==> src/rtl/setclr_pkg.sv <==
package setclr_pkg;
  typedef enum logic [1:0] {
    ACC_NONE = 2'd0,
    ACC_MAIN = 2'd1,
    ACC_SET  = 2'd2,
    ACC_CLR  = 2'd3
  } acc_e;
endpackage

==> src/rtl/setclr_decode.sv <==
module setclr_decode
  import setclr_pkg::*;
#(
  parameter int unsigned ADDR_W    = 10,
  parameter int unsigned BASE_WORD = 'h040
) (
  input  logic [ADDR_W-1:0] addr_i,
  output acc_e              kind_o,
  output logic              in_win_o
);
  localparam logic [ADDR_W-1:0] BASE = BASE_WORD[ADDR_W-1:0];

  logic [ADDR_W-1:0] ofs;

  assign ofs      = addr_i - BASE;
  assign in_win_o = (addr_i >= BASE) && (ofs < ADDR_W'(3));

  always_comb begin
    kind_o = ACC_NONE;
    if (in_win_o) begin
      case (ofs[1:0])
        2'd0:    kind_o = ACC_MAIN;
        2'd1:    kind_o = ACC_SET;
        2'd2:    kind_o = ACC_CLR;
        default: kind_o = ACC_NONE;
      endcase
    end
  end
endmodule

==> src/rtl/setclr_next.sv <==
module setclr_next
  import setclr_pkg::*;
#(
  parameter int unsigned DATA_W = 32
) (
  input  acc_e              kind_i,
  input  logic [DATA_W-1:0] cur_i,
  input  logic [DATA_W-1:0] wdata_i,
  output logic [DATA_W-1:0] nxt_o
);
  for (genvar g = 0; g < DATA_W; g++) begin : g_bit
    always_comb begin
      case (kind_i)
        ACC_MAIN: nxt_o[g] = wdata_i[g];
        ACC_SET:  nxt_o[g] = cur_i[g] | wdata_i[g];
        ACC_CLR:  nxt_o[g] = cur_i[g] & ~wdata_i[g];
        default:  nxt_o[g] = cur_i[g];
      endcase
    end
  end
endmodule

==> src/rtl/setclr_store.sv <==
module setclr_store #(
  parameter int unsigned DATA_W = 32
) (
  input  logic              clk_i,
  input  logic              rst_ni,
  input  logic              en_i,
  input  logic [DATA_W-1:0] d_i,
  output logic [DATA_W-1:0] q_o
);
  always_ff @(posedge clk_i or negedge rst_ni) begin
    if (!rst_ni)   q_o <= '0;
    else if (en_i) q_o <= d_i;
  end
endmodule

==> src/rtl/setclr_reg.sv <==
module setclr_reg
  import setclr_pkg::*;
#(
  parameter int unsigned DATA_W    = 32,
  parameter int unsigned ADDR_W    = 10,
  parameter int unsigned BASE_WORD = 'h040
) (
  input  logic              clk_i,
  input  logic              rst_ni,
  input  logic [ADDR_W-1:0] addr_i,
  input  logic              we_i,
  input  logic [DATA_W-1:0] wdata_i,
  output logic [DATA_W-1:0] rdata_o,
  output logic [DATA_W-1:0] value_o
);
  acc_e              kind;
  logic              in_win;
  logic [DATA_W-1:0] cur_q;
  logic [DATA_W-1:0] nxt;

  setclr_decode #(.ADDR_W(ADDR_W), .BASE_WORD(BASE_WORD)) u_dec (
    .addr_i  (addr_i),
    .kind_o  (kind),
    .in_win_o(in_win)
  );

  setclr_next #(.DATA_W(DATA_W)) u_next (
    .kind_i (kind),
    .cur_i  (cur_q),
    .wdata_i(wdata_i),
    .nxt_o  (nxt)
  );

  setclr_store #(.DATA_W(DATA_W)) u_store (
    .clk_i (clk_i),
    .rst_ni(rst_ni),
    .en_i  (we_i & in_win),
    .d_i   (nxt),
    .q_o   (cur_q)
  );

  // all three window addresses alias the same storage on read
  assign rdata_o = in_win ? cur_q : '0;
  assign value_o = cur_q;
endmodule

==> config.mk <==
export PLATFORM = sky130hd
export DESIGN_NAME = setclr_reg
export DESIGN_NICKNAME = d
export VERILOG_FILES = /design/src/rtl/setclr_pkg.sv /design/src/rtl/setclr_decode.sv /design/src/rtl/setclr_next.sv /design/src/rtl/setclr_store.sv /design/src/rtl/setclr_reg.sv
export SDC_FILE = /design/constraint.sdc
export NUM_CORES = 1
export LEC_CHECK = 0
export BUFFER_PORTS_ARGS = -buffer_cell sky130_fd_sc_hd__buf_2
export CAP_MARGIN = 20
export CORE_MARGIN = 1.5
export CORE_UTILIZATION = 30
export CTS_BUF_LIST = sky130_fd_sc_hd__clkbuf_4 sky130_fd_sc_hd__clkbuf_8
export DETAILED_ROUTE_END_ITERATION = 8
export SYNTH_ARGS = -nofsm -noshare
export SYNTH_HDL_FRONTEND = slang
export SYNTH_HIERARCHICAL = 1
export SYNTH_SLANG_ARGS = --single-unit
==> constraint.sdc <==
create_clock -name clk_i -period 4.32 [get_ports clk_i]
set_clock_uncertainty 0.05 [all_clocks]
set_input_delay 0.432 -clock clk_i [delete_from_list [all_inputs] [get_ports clk_i]]
set_output_delay 0.432 -clock clk_i [all_outputs]
set_load 0.01 [all_outputs]
==> summary.txt <==
Placement
  • Number of instances in the placed design: 485
  • Port bufs: 108
  • Dpl hpwl: 4630 um
  • GP Congestion: 0.710

Clock network
  • Max clock buf depth: 2
  • Clock-pin slew on the worst setup and hold paths: 70 ps
  • Root Buffer: clkbuf_8
  • Cts repair resizes: 0
  • CTS Buf Count: 5
  • Worst skew pair latency: 280 ps
  • # hold bufs at CTS: 0
  • H-tree depth: 2
  • Post-CTS Setup Bufs: 0
  • Clock Sinks: 32
  • CTS tree: done

Die
  • Initial Utilization: 30.8%
  • Overall die width: 103 um
  • Die area: 10600 um^2
  • Rows: 36
  • Core area: 9770 um^2
  • Io pins: 109
  • Die Ht: 103 um

Finish
  • Commonest cells after routing, fill and taps aside: buf_2, and2_2, mux2i_1, dfrtp_1, mux2_4
  • Commonest non-fill, non-tap cell in the layout: buf_2
  • Share of cells above drive strength 1: 62.2%
  • Largest Register: u_store/q_o
  • Max FFs per register: 32
  • Fin cells: 493
  • Fill cells: 1008
  • N_diodes: 0
  • # nets final: 407
  • Area growth syn-to-layout: 21.2%
  • Biggest regs: u_store/q_o (32)

Worst hold path
  • Worst hold path class: in2async

Routing
  • Final ANT Viol Nets: 0
  • Final routed DRC violation total: 0
  • Via/cell ratio: 4.68
  • WL/cell: 13.7 um
  • Routed vias: 2307
  • Initial DRC Count: 44
  • Routed WL: 6770 um
  • Pre-antenna DRT Iters: 4

Synthesis
  • XOR/XNOR Fraction of Synth Area: 0%
  • Dominant cells by area after synthesis: dfrtp_1, mux2_4, mux2i_1
  • Async SR Flop Fraction: 100%
  • Gate Count Post-Synth: 260
  • Seq cells post-synth: 32
  • Netlist cell types: 27
  • Yosys warns: 6
  • Net Count, Synth: 308
  • Combinational family with the most area after synthesis: multiplexers
  • Multiplexer share of the synthesized area: 26.3%
  • Compound-Gate Fraction of Synth Area: 19.6%
  • Yosys top cell by area: dfrtp_1
  • Synth top area share: 26.6%
  • Seq/Total Area, Yosys: 26.6%
  • Adder-cell share of the synthesized area: 1.25%
  • Dominant synthesized flop cell: dfrtp_1
  • Syn Area/Cell: 11.6 um^2
  • Post-synth design cell area: 3010 um^2
  • Simple-gate portion of the synthesized area: 17.4%
  • Number of synthesized flops with an enable pin: 0

STA
  • Final TNS setup: 0 ps
  • Worst slew margin: 42.6%
  • Worst-Margin Slew: 861 ps
  • Max Clock Freq: 363 MHz
  • Final period demand of the worst path: 2750 ps
  • Slew Limit Fails: 0
  • Final period util: 63.7%
  • Setup violators final: 0
  • RSZ-0062 raised after global routing: no
  • Final Hold Viols: 0

Worst setup path
  • Critical path arrival: 2870 ps
  • Worst setup path category: in2reg
  • Slowest-stage cell, CP: and2_2
  • Critical path buffers and inverters: 3
  • Required time of the critical path: 4430 ps
  • Crit path max-delay family: simple AND/OR/NAND/NOR gates
  • CP Launch Type: input pin
  • Slowest stage delay, CP: 620 ps
  • CP max FO: 33
  • Endpoint class of the critical path: register
  • Crit path cell chain: buf_2 -> ha_1 -> or3_1 -> nor3_2 -> buf_4 -> and2_2 -> buf_12 -> mux2_2

Power and ir drop
  • PwrDens: 178 nW/um^2
  • Total leakage power: 1.75 nW
  • Worst IR Drop VDD: 0.0949 mV

Run status
  • Status: completed

GRT
  • Initial antenna violation count: 0
  • Global-route wire length before repair: 10700 um
  • Vias in the first global route: 2186
  • Pin count of the biggest net entering global routing: 65
  • GRT overflow: 0
  • GRT Overall Usage: 12.9%

Job
  • Max Cap Viol: 0
through the flow:
stage          setup slack [ps]  total power (W)  hold WS, ps  util, %  instance area, um^2
2_1_floorplan              2000         0.000334         86.4        -                 3010
3_3_place_gp               1330         0.000365          478     36.2                 3540
3_5_place_dp               1230         0.000369          501     36.2                 3540
4_1_cts                    1540         0.000668          185     37.4                 3650
5_1_grt                    1400         0.000680          223     37.4                 3650
6_report                   1570         0.000651          160     37.4                 3650
where the power goes:
group | internal [W] | switching, W | leakage (nW)
sequential | 0.000300 | 0.0000000608 | 0.447
combinational | 0.0000351 | 0.0000266 | 1.25
clock | 0.000177 | 0.000112 | 0.0586
total | 0.000512 | 0.000139 | 1.75
final timing paths:
check | from | cells after the start | slack (ps) | endpoint
worst max-delay path | addr_i[0] | 8 | 1570 | u_store/q_o[29]$_DFFE_PN0P_
worst min-delay path | rst_ni | 1 | 160 | u_store/q_o[23]$_DFFE_PN0P_
worst max register to register | u_store/q_o[6]$_DFFE_PN0P_ | 3 | 3190 | u_store/q_o[6]$_DFFE_PN0P_
worst min register to register | u_store/q_o[12]$_DFFE_PN0P_ | 1 | 520 | u_store/q_o[12]$_DFFE_PN0P_
max in group asynchronous | rst_ni | 1 | 3590 | u_store/q_o[14]$_DFFE_PN0P_
min in group clk_i | u_store/q_o[12]$_DFFE_PN0P_ | 1 | 520 | u_store/q_o[12]$_DFFE_PN0P_
layout make-up:
type                       instances  area [um^2]  share of cell area, %
multi-input combinational        203         1970                   53.9
sequential                        32          801                   21.9
timing repair buffer             113          591                   16.2
tap                              133          166                   4.56
clock buffer                       6         76.3                   2.09
clock inverter                     2         35.0                  0.960
inverter                           4         15.0                  0.411
synthesized netlist by cell type, types with 2 or more instances:
| library cell | number |
|---|---|
| a22oi_1 | 26 |
| and2_2 | 33 |
| buf_2 | 3 |
| inv_1 | 4 |
| mux2_4 | 30 |
| clkbuf_8 | 2 |
| dfrtp_1 | 32 |
| ha_1 | 3 |
| a21bo_1 | 5 |
| nand2b_1 | 13 |
| a21bo_2 | 27 |
| buf_12 | 6 |
| mux2_2 | 2 |
| clkbuf_2 | 3 |
| mux2i_1 | 32 |
| or2b_1 | 19 |
| a22oi_2 | 6 |
| buf_6 | 5 |
per-layer routing:
layer | GRT usage, % | part of all wire (%) | vias up
met5 | 0 | 0 | -
met4 | 4.57 | 1.5 | 0
met3 | 2.15 | 3.6 | 7
met2 | 23.1 | 49 | 53
met1 | 15.5 | 46 | 1118
li1 | - | - | 1129
kinds of logic after synthesis:
| kind of cell | count (synthesis) |
|---|---|
| compound gates | 64 |
| fa+ha+maj | 3 |
| buf+inv | 25 |
| flops | 32 |
| mux | 64 |
| simple gates | 72 |
Power figures use the tool's default switching activity.
